--- src/rtl/acc_pkg.sv ---
package acc_pkg;

    localparam int OPC_W = 4;

    typedef enum logic [1:0] {
        PH_FETCH  = 2'd0,
        PH_DECODE = 2'd1,
        PH_PREP   = 2'd2,
        PH_EXEC   = 2'd3
    } phase_e;

    typedef enum logic [OPC_W-1:0] {
        OP_NOP   = 4'h0,
        OP_ADD   = 4'h1,
        OP_JMP   = 4'h2,
        OP_SHR   = 4'h3,
        OP_STORE = 4'h4,
        OP_LOAD  = 4'h5,
        OP_CLR   = 4'h6,
        OP_JZ    = 4'h7,
        OP_JGT   = 4'h8,
        OP_JLT   = 4'h9
    } opcode_e;

    typedef enum logic [1:0] {
        ALU_PASS = 2'd0,
        ALU_ADD  = 2'd1,
        ALU_ZERO = 2'd2,
        ALU_HOLD = 2'd3
    } alu_op_e;

    typedef struct packed {
        logic    addr_sel;
        logic    ir_ld;
        logic    pc_inc;
        logic    pc_ld;
        logic    alu_ld;
        alu_op_e alu_op;
        logic    acc_ld;
        logic    acc_shr;
        logic    mem_we;
    } ctrl_t;

endpackage

--- src/rtl/acc_phase_gen.sv ---
module acc_phase_gen
    import acc_pkg::*;
(
    input  logic   clk,
    input  logic   rst,
    output phase_e phase
);

    typedef struct packed {
        phase_e ph;
    } ph_state_t;

    ph_state_t st_d, st_q;

    always_comb begin
        st_d = st_q;
        unique case (st_q.ph)
            PH_FETCH:  st_d.ph = PH_DECODE;
            PH_DECODE: st_d.ph = PH_PREP;
            PH_PREP:   st_d.ph = PH_EXEC;
            default:   st_d.ph = PH_FETCH;
        endcase
    end

    always_ff @(posedge clk) begin
        if (rst) st_q <= '{ph: PH_FETCH};
        else     st_q <= st_d;
    end

    assign phase = st_q.ph;

endmodule

--- src/rtl/acc_decoder.sv ---
module acc_decoder
    import acc_pkg::*;
#(
    parameter int DATA_W = 16
) (
    input  phase_e             phase,
    input  logic [OPC_W-1:0]   opcode,
    input  logic [DATA_W-1:0]  acc,
    output ctrl_t              ctrl
);

    logic acc_zero, acc_neg, acc_pos;

    always_comb begin
        acc_zero = (acc == '0);
        acc_neg  = acc[DATA_W-1];
        acc_pos  = !acc_zero && !acc_neg;
    end

    always_comb begin
        ctrl = '0;
        unique case (phase)
            PH_FETCH: begin
                ctrl.addr_sel = 1'b0;
                ctrl.ir_ld    = 1'b1;
            end
            PH_DECODE: begin
                ctrl.addr_sel = 1'b1;
                ctrl.pc_inc   = 1'b1;
            end
            PH_PREP: begin
                ctrl.addr_sel = 1'b1;
                case (opcode)
                    OP_ADD:  begin ctrl.alu_ld = 1'b1; ctrl.alu_op = ALU_ADD;  end
                    OP_LOAD: begin ctrl.alu_ld = 1'b1; ctrl.alu_op = ALU_PASS; end
                    OP_CLR:  begin ctrl.alu_ld = 1'b1; ctrl.alu_op = ALU_ZERO; end
                    OP_JMP:  ctrl.pc_ld = 1'b1;
                    OP_JZ:   ctrl.pc_ld = acc_zero;
                    OP_JGT:  ctrl.pc_ld = acc_pos;
                    OP_JLT:  ctrl.pc_ld = acc_neg;
                    default: ;
                endcase
            end
            default: begin
                ctrl.addr_sel = 1'b1;
                case (opcode)
                    OP_ADD, OP_LOAD, OP_CLR: ctrl.acc_ld  = 1'b1;
                    OP_SHR:                  ctrl.acc_shr = 1'b1;
                    OP_STORE:                ctrl.mem_we  = 1'b1;
                    default: ;
                endcase
            end
        endcase
    end

endmodule

--- src/rtl/acc_datapath.sv ---
module acc_datapath
    import acc_pkg::*;
#(
    parameter int DATA_W = 16
) (
    input  logic                      clk,
    input  logic                      rst,
    input  ctrl_t                     ctrl,
    input  logic [DATA_W-1:0]         mem_rdata,
    output logic [DATA_W-OPC_W-1:0]   pc,
    output logic [DATA_W-1:0]         ir,
    output logic [DATA_W-1:0]         acc,
    output logic [DATA_W-OPC_W-1:0]   mem_addr
);

    localparam int ADDR_W = DATA_W - OPC_W;
    localparam logic [ADDR_W-1:0] PC_STEP = ADDR_W'(1);

    typedef struct packed {
        logic [ADDR_W-1:0] pc;
        logic [DATA_W-1:0] ir;
        logic [DATA_W-1:0] acc;
        alu_op_e           alu;
    } dp_state_t;

    dp_state_t st_d, st_q;
    logic [DATA_W-1:0] alu_res;

    always_comb begin
        unique case (st_q.alu)
            ALU_ADD:  alu_res = st_q.acc + mem_rdata;
            ALU_PASS: alu_res = mem_rdata;
            ALU_ZERO: alu_res = '0;
            default:  alu_res = st_q.acc;
        endcase
    end

    always_comb begin
        st_d = st_q;
        if (ctrl.ir_ld) st_d.ir = mem_rdata;
        if (ctrl.pc_ld)       st_d.pc = st_q.ir[ADDR_W-1:0];
        else if (ctrl.pc_inc) st_d.pc = st_q.pc + PC_STEP;
        if (ctrl.alu_ld) st_d.alu = ctrl.alu_op;
        if (ctrl.acc_shr)     st_d.acc = st_q.acc >> 1;
        else if (ctrl.acc_ld) st_d.acc = alu_res;
    end

    always_ff @(posedge clk) begin
        if (rst) st_q <= '0;
        else     st_q <= st_d;
    end

    assign pc       = st_q.pc;
    assign ir       = st_q.ir;
    assign acc      = st_q.acc;
    assign mem_addr = ctrl.addr_sel ? st_q.ir[ADDR_W-1:0] : st_q.pc;

endmodule

--- src/rtl/acc_mem.sv ---
module acc_mem #(
    parameter int DATA_W = 16,
    parameter int MEM_AW = 8
) (
    input  logic              clk,
    input  logic              we,
    input  logic [MEM_AW-1:0] waddr,
    input  logic [DATA_W-1:0] wdata,
    input  logic [MEM_AW-1:0] raddr,
    output logic [DATA_W-1:0] rdata
);

    localparam int DEPTH = 1 << MEM_AW;

    logic [DATA_W-1:0] cells [DEPTH];

    always_ff @(posedge clk) begin
        if (we) cells[waddr] <= wdata;
    end

    assign rdata = cells[raddr];

endmodule

--- src/rtl/accum_cpu.sv ---
module accum_cpu
    import acc_pkg::*;
#(
    parameter int DATA_W = 16,
    parameter int MEM_AW = 8
) (
    input  logic                    clk,
    input  logic                    rst,
    input  logic                    load_en_i,
    input  logic [MEM_AW-1:0]       load_addr_i,
    input  logic [DATA_W-1:0]       load_data_i,
    output logic [1:0]              phase_o,
    output logic [DATA_W-OPC_W-1:0] pc_o,
    output logic [DATA_W-1:0]       ir_o,
    output logic [DATA_W-1:0]       acc_o,
    output logic                    addr_sel_o,
    output logic                    ir_ld_o,
    output logic                    pc_inc_o,
    output logic                    pc_ld_o,
    output logic                    acc_ld_o,
    output logic                    acc_shr_o,
    output logic                    alu_add_o,
    output logic                    mem_we_o,
    output logic [DATA_W-OPC_W-1:0] mem_addr_o,
    output logic [DATA_W-1:0]       mem_wdata_o
);

    localparam int ADDR_W = DATA_W - OPC_W;

    phase_e            phase;
    ctrl_t             ctrl;
    logic [ADDR_W-1:0] pc, mem_addr;
    logic [DATA_W-1:0] ir, acc, mem_rdata;
    logic              wr_en;
    logic [MEM_AW-1:0] wr_addr;
    logic [DATA_W-1:0] wr_data;

    acc_phase_gen u_phase (
        .clk   (clk),
        .rst   (rst),
        .phase (phase)
    );

    acc_decoder #(.DATA_W(DATA_W)) u_dec (
        .phase  (phase),
        .opcode (ir[DATA_W-1 -: OPC_W]),
        .acc    (acc),
        .ctrl   (ctrl)
    );

    acc_datapath #(.DATA_W(DATA_W)) u_dp (
        .clk       (clk),
        .rst       (rst),
        .ctrl      (ctrl),
        .mem_rdata (mem_rdata),
        .pc        (pc),
        .ir        (ir),
        .acc       (acc),
        .mem_addr  (mem_addr)
    );

    always_comb begin
        wr_en   = load_en_i | ctrl.mem_we;
        wr_addr = load_en_i ? load_addr_i : mem_addr[MEM_AW-1:0];
        wr_data = load_en_i ? load_data_i : acc;
    end

    acc_mem #(.DATA_W(DATA_W), .MEM_AW(MEM_AW)) u_mem (
        .clk   (clk),
        .we    (wr_en),
        .waddr (wr_addr),
        .wdata (wr_data),
        .raddr (mem_addr[MEM_AW-1:0]),
        .rdata (mem_rdata)
    );

    assign phase_o     = phase;
    assign pc_o        = pc;
    assign ir_o        = ir;
    assign acc_o       = acc;
    assign addr_sel_o  = ctrl.addr_sel;
    assign ir_ld_o     = ctrl.ir_ld;
    assign pc_inc_o    = ctrl.pc_inc;
    assign pc_ld_o     = ctrl.pc_ld;
    assign acc_ld_o    = ctrl.acc_ld;
    assign acc_shr_o   = ctrl.acc_shr;
    assign alu_add_o   = ctrl.alu_ld && (ctrl.alu_op == ALU_ADD);
    assign mem_we_o    = ctrl.mem_we;
    assign mem_addr_o  = mem_addr;
    assign mem_wdata_o = acc;

endmodule

--- config.mk ---
export PLATFORM = sky130hd
export DESIGN_NAME = accum_cpu
export DESIGN_NICKNAME = d
export VERILOG_FILES = /design/src/rtl/acc_pkg.sv /design/src/rtl/acc_phase_gen.sv /design/src/rtl/acc_decoder.sv /design/src/rtl/acc_datapath.sv /design/src/rtl/acc_mem.sv /design/src/rtl/accum_cpu.sv
export SDC_FILE = /design/constraint.sdc
export NUM_CORES = 2
export LEC_CHECK = 0
export BUFFER_PORTS_ARGS = -buffer_cell sky130_fd_sc_hd__buf_2
export CORE_ASPECT_RATIO = 0.5
export CORE_UTILIZATION = 50
export DETAILED_ROUTE_END_ITERATION = 8
export HOLD_SLACK_MARGIN = 0.06
export PLACE_DENSITY = 0.72
export SLEW_MARGIN = 20
export SYNTH_ARGS = -nofsm -noshare
export SYNTH_HDL_FRONTEND = slang
export SYNTH_HIERARCHICAL = 1
export SYNTH_SLANG_ARGS = --single-unit
--- constraint.sdc ---
create_clock -name clk -period 5.93 [get_ports clk]
set_clock_uncertainty 0.15 [all_clocks]
set_input_delay 1.186 -clock clk [delete_from_list [all_inputs] [get_ports clk]]
set_output_delay 1.186 -clock clk [all_outputs]
set_load 0.03 [all_outputs]
* Yosys cells after proc, flatten, opt, wreduce, memory -nomap -nowiden
Memories as Yosys holds them, arrays and structs flattened.
Index checks and enable logic that the tools add are counted.
** Storage, ports and cells
- Input bits :: 27
- Bits in writable memories :: 4096
- Logic and storage cells :: 61
- Flip-flop bits (word level) :: 48
- Memories :: 1
- ROM bits :: 0
- Output and inout bits :: 82
- Latch bits :: 0
** Operators by class
- Mux-type cells :: 21
- Multipliers :: 0
- Bitwise logic cells :: 1
- Shift-type cells :: 0
- Divide/modulo/power cells :: 0
- Magnitude comparators :: 0
- Reductions and logical operators :: 16
- Equality and inequality tests :: 14
- $add $sub $neg :: 2
** Memories
- u_mem.cells :: depth 256, width 16, read ports 1, clocked after Yosys merged registers in 0, wr ports 1, RTL line acc_mem.sv:15 : logic [DATA_W-1:0] cells [DEPTH];
** Operator list (number)
- $pmux W16 S3 :: 1
- $mux W12 :: 3
- $mux W15 :: 2
- $add A16 B16 Y16 :: 1
- $eq A4 B3 Y1 const B :: 4
- $logic_not A16 Y1 :: 1
- $mux W16 :: 1
- $add A12 B1 Y12 const B :: 1
- $pmux W3 S3 :: 1
- $eq A4 B2 Y1 const B :: 2
- $eq A4 B4 Y1 const B :: 2
- $mux W1 :: 8
- $mux W8 :: 1
- $eq A2 B1 Y1 const B :: 3
- $pmux W2 S3 :: 1
- $reduce_or A3 Y1 :: 2
- $eq A2 B2 Y1 const B :: 2
- $eq A4 B1 Y1 const B :: 1
- $logic_not A2 Y1 :: 2
- $mux W4 :: 1
- $pmux W1 S4 :: 1
- $reduce_and A2 Y1 :: 2
- $reduce_bool A2 Y1 :: 2
- $reduce_bool A4 Y1 :: 1
- 6 further kinds :: 8

* Logic depth before layout (Yosys ltp)
- Word-level depth :: 7
- Mapped depth :: 23
- Depth with buffers taken out :: 17

* Cells and area by module
Netlist, hierarchy kept.
** By module, submodules not included
- acc_mem :: instances 1, area an instance 158394.4 um^2, sequential area each 122998.0 um^2, cells each 7344
- acc_datapath :: instances 1, area an instance 3275.6 um^2, sequential area each 920.9 um^2, cells each 400
- accum_cpu :: instances 1, area an instance 528.0 um^2, sequential area each 0.0 um^2, cells each 45
- acc_decoder :: instances 1, area an instance 193.9 um^2, sequential area each 0.0 um^2, cells each 30
- acc_phase_gen :: instances 1, area an instance 105.1 um^2, sequential area each 40.0 um^2, cells each 10

* Worst setup path before layout
OpenSTA, ideal clock, no wires.
- Path kind :: register to register
- Start :: register u_phase.st_q (netlist bit u_phase/phase[1])
- End :: register u_dp.st_q (netlist bit u_dp/acc[14])
- Cell stages (with the launch flop) :: 22
- Setup time :: 92 ps
- Arrival time :: 5489 ps
- Required time :: 5688 ps
- Path buffers :: 4
- Slack :: 198 ps
- Clock period less this slack :: 5732 ps
- Cell sequence :: dfxtp_1 -> or2_2 -> buf_1 -> mux2_2 -> clkbuf_1 -> inv_2 -> buf_2 -> clkbuf_1 -> mux2_2 -> a221oi_1 -> o31ai_1 -> o32ai_1 -> nor4_1 -> ha_1 -> fa_1 -> a21oi_2 -> o21ai_2 -> a21oi_4 -> nor2_2 -> or3_1 -> and4_4 -> o32ai_1
** Between the ends
- Cells in the longest elaborated chain, start to end :: 7
- Elaborated cells between the ends (all ways) :: 14
- Those cells by class :: add/sub (1); eq/ne (2); mux (5); reduce/logical (5); memory (1)
** RTL lines
- start: declaration :: RTL line acc_phase_gen.sv:13 : ph_state_t st_d, st_q;
- start signal: assignment :: RTL line acc_phase_gen.sv:26 : if (rst) st_q <= '{ph: PH_FETCH};
- start signal: assignment :: RTL line acc_phase_gen.sv:27 : else st_q <= st_d;
- $logic_not A2 Y1 :: RTL line acc_decoder.sv:22 : unique case (phase)
- $mux W12 :: RTL line acc_datapath.sv:56 : assign mem_addr = ctrl.addr_sel ? st_q.ir[ADDR_W-1:0] : st_q.pc;
- via mem_addr_o[3] :: RTL line accum_cpu.sv:24 : output logic [DATA_W-OPC_W-1:0] mem_addr_o,
- $mem_v2 Z256 W16
- via mem_rdata[0] :: RTL line accum_cpu.sv:33 : logic [DATA_W-1:0] ir, acc, mem_rdata;
- $add A16 B16 Y16 :: RTL line acc_datapath.sv:31 : ALU_ADD: alu_res = st_q.acc + mem_rdata;
- $pmux W16 S3 :: RTL line acc_datapath.sv:30 : unique case (st_q.alu)
- $mux W15 :: RTL line acc_datapath.sv:45 : else if (ctrl.acc_ld) st_d.acc = alu_res;
- $mux W15 :: RTL line acc_datapath.sv:44 : if (ctrl.acc_shr) st_d.acc = st_q.acc >> 1;
- end signal: assignment :: RTL line acc_datapath.sv:50 : else st_q <= st_d;
- end: declaration :: RTL line acc_datapath.sv:26 : dp_state_t st_d, st_q;
The timed path passes the listed nets, and every way through them passes these cells. The select of a mux whose other input is x is not followed.
A chain may end at the register's enable or synchronous reset.

* Final worst setup path
- Start :: register u_phase.st_q (netlist bit u_phase/phase[0])
- End :: register u_dp.st_q (netlist bit u_dp/acc[14])
** Between the ends
- Cells in the longest elaborated chain, start to end :: 7
- Elaborated cells between the ends (all ways) :: 14
- Those cells by class :: add/sub (1); eq/ne (2); mux (5); reduce/logical (5); memory (1)
** RTL lines (RTL line)
- $logic_not A2 Y1 :: acc_decoder.sv:22
- $mux W12 :: acc_datapath.sv:56
- $mem_v2 Z256 W16
- via mem_rdata[1] :: accum_cpu.sv:33
- $add A16 B16 Y16 :: acc_datapath.sv:31
- $pmux W16 S3 :: acc_datapath.sv:30
- $mux W15 :: acc_datapath.sv:45
- $mux W15 :: acc_datapath.sv:44
The timed path passes the listed nets, and every way through them passes these cells. The select of a mux whose other input is x is not followed.

==> impl_metrics.ini <==
[clock_network]
clk_latency_ns = 0.93
h-tree-depth = 5
cts_buffers = 361
clk_path_buf_depth = 4
clock-sinks = 4144
cts_tree = done
cts_hold_buf = 0
cts_root_buf = clkbuf_16
clkTransAtPathRegs_ns = 0.06

[timing]
setup_violations = 0
hold_viol_final = 0
slew_viol_final = 0
fin_setup_tns_ns = 0
clock.fmax_mhz = 171
fin_crit_ns = 5.83
worst_pin_slew_ns = 1.24
relSlewSlack_pct = 16.8
period_share_pct = 98.4

[floorplanning]
fp.dieW_um = 808
die_h_um = 405
dieArea_mm2 = 0.327
start_util_pct = 50.5
core_mm2 = 0.322
pin_count = 109
std_cell_rows = 147

[layout]
nets = 8596
final_util_pct = 57.1
area_delta_synth_final_pct = 13.1
drive_gt1_share_pct = 27.3

[synth]
synthDistinctLibCells = 80
synth_top_cells_by_area = edfxtp_1, mux4_2, mux2i_1
synth_flop_cell = edfxtp_1
ys_async_sr_fraction_pct = 0
synthesis.nets = 7876
syn_area_per_cell_um2 = 20.8
synth-seq-area-share_pct = 76.3
post-synth-top-area-cell = edfxtp_1
ys_warn_count = 6
synth_top_area_share_pct = 75.7
syn_inst = 7829
synth_common_cells = edfxtp_1, mux4_2, mux2i_1
ys_ff_latch = 4144
synth-edff-count = 4096
netlist_area_mm2 = 0.162
synth_most_common_cell = edfxtp_1

[power_and_ir_drop]
leakage_nw = 57.5
pwr_density_cell_mw_per_mm2 = 435
ir_worst_vdd_mv = 0.339

[detailed_routing]
wl_um = 425000
vias_per_cell = 6.45
routedWlPerCell_um = 32.3
dr.pass1.iters = 9
drtIter0Drc = 14100
dr_total_vias = 84900
drtAntennaViolNets = 0
drc = 0

[global_routing]
track_usage_pct = 25.5
grt_pass1_vias = 81600
grt_pass1_wl_um = 601000
grt_remaining_overflow = 0
grt_start_max_net_pins = 140
antenna_found_initial = 20

[worst_setup_path]
reg2reg_depth = 18
cp_max_fo = 47
crit_required_ns = 6.59
arrival_ns = 6.49
critical_path_class = reg2reg
crit_path_end_kind = flip-flop
cp-start-kind = flip-flop

[min_path]
hold_depth = 2
hp-class = reg2reg

[placement]
dp_hpwl_um = 259000
port_buffers = 108
gp_congestion = 0.971

[job]
drv_cap = 0

[status]
status = completed
-- state kept, by name (all words and copies together) (netlist names) --
register,count
u_dp/pc,12
u_dp/st_q,2
u_dp/acc,16
u_phase/phase,2
u_dp/ir,16
u_mem/cells,4096
-- worst max-delay path, cell delays in order (launching register included) --
cell	delay, ns
dfxtp_1	0.31
or2_4	0.33
mux2_8	0.47
buf_4	0.19
buf_16	0.24
mux4_2	0.58
mux4_2	0.56
a22o_1	0.35
o32ai_4	0.25
buf_4	0.20
nor4_2	0.06
fa_1	0.49
a21oi_2	0.21
o21ai_2	0.09
a21oi_4	0.21
nor2_2	0.07
or3_1	0.33
and4_4	0.21
o32ai_2	0.26
-- worst paths after layout --
path                            slack, ns                         to                   startpoint
worst min register to register       0.42    u_dp/pc[9]$_SDFFE_PP0P_      u_dp/ir[9]$_SDFFE_PP0P_
worst max-delay path                  0.1  u_dp/acc[14]$_SDFFE_PP0P_  u_phase/phase[0]$_SDFF_PP0_
worst min-delay path                 0.42    u_dp/pc[9]$_SDFFE_PP0P_      u_dp/ir[9]$_SDFFE_PP0P_
worst max register to register        0.1  u_dp/acc[14]$_SDFFE_PP0P_  u_phase/phase[0]$_SDFF_PP0_
-- cells by family (layout without fill, tap and decap cells) --
kind of cell / count (synthesis) / count (layout) / synth area share, %
compound gates: 885 / 885 / 3.86
mux: 1510 / 1511 / 15.6
simple gates: 699 / 700 / 1.97
flops: 4144 / 4144 / 76.3
fa+ha+maj: 20 / 20 / 0.159
buf+inv: 549 / 1553 / 2.03
xor+xnor: 22 / 22 / 0.119
other cells: 0 / 4 / 0
-- metrics by stage --
step                      total power (W)  instance area (um^2)  setup WS [ns]  hold slack (ns)  cells
after floorplan                    0.0489                162000          0.198            0.312   7829
after global placement             0.0569                172000         -0.466            0.392  12500
after detailed placement           0.0570                172000         -0.452            0.397  12500
after CTS                          0.0797                184000         0.0617            0.417  13100
after global routing               0.0821                184000        -0.0128            0.455  13200
final                              0.0799                184000         0.0970            0.425  13200
-- what timing repair did --
item / in CTS / in global routing
pin swaps: 0 / 2
cloned: 0 / 2
setup endpoints to repair: 14 / 11
endpoints found under the hold margin: 0 / 0
gates resized for setup: 10 / 14
buffers inserted: 2 / 8
-- cells in the final DEF, fill, tap and decap left out, types with 12 or more instances in the layout --
cell type / n
edfxtp_1: 4096
mux4_2: 797
buf_4: 710
mux2i_1: 589
clkbuf_16: 369
nor2_1: 300
o221ai_1: 252
a21oi_1: 209
o22ai_1: 150
buf_2: 108
mux2_2: 98
clkinv_1: 96
nor3_1: 93
clkbuf_1: 81
buf_12: 67
nor2_2: 67
nand2_1: 62
clkinv_2: 54
o21ai_0: 47
dfxtp_1: 47
a22oi_1: 45
nand3_1: 35
nand4_1: 33
a22o_1: 32
a221oi_1: 28
bufinv_16: 23
mux2_8: 20
a211oi_1: 19
o31ai_1: 19
ha_1: 19
nor4_1: 17
nor2b_1: 15
o32ai_1: 15
and3_1: 13
xor2_1: 12
-- area by class of cell --
type	count	area, um^2
multi-input cells	3138	35900
well taps	4321	5410
repair buffers	890	7330
inverters	14	65.1
fillers	22900	138000
clock inverters	196	1570
clock buffers	453	9580
diodes	4	10.0
flip-flops and latches	4144	124000
-- power breakdown --
group / switching [W] / internal, W
Combinational: 0.0137 / 0.0106
Sequential: 0.000136 / 0.0326
Clock: 0.0104 / 0.0125
-- per-layer routing --
metal	GRT usage (%)	part of all wire, %
met4	7.72	3.4
met1	36.7	38
met3	7.03	14
met2	38.3	45
met5	0.292	0.051
Power figures use the tool's default switching activity.
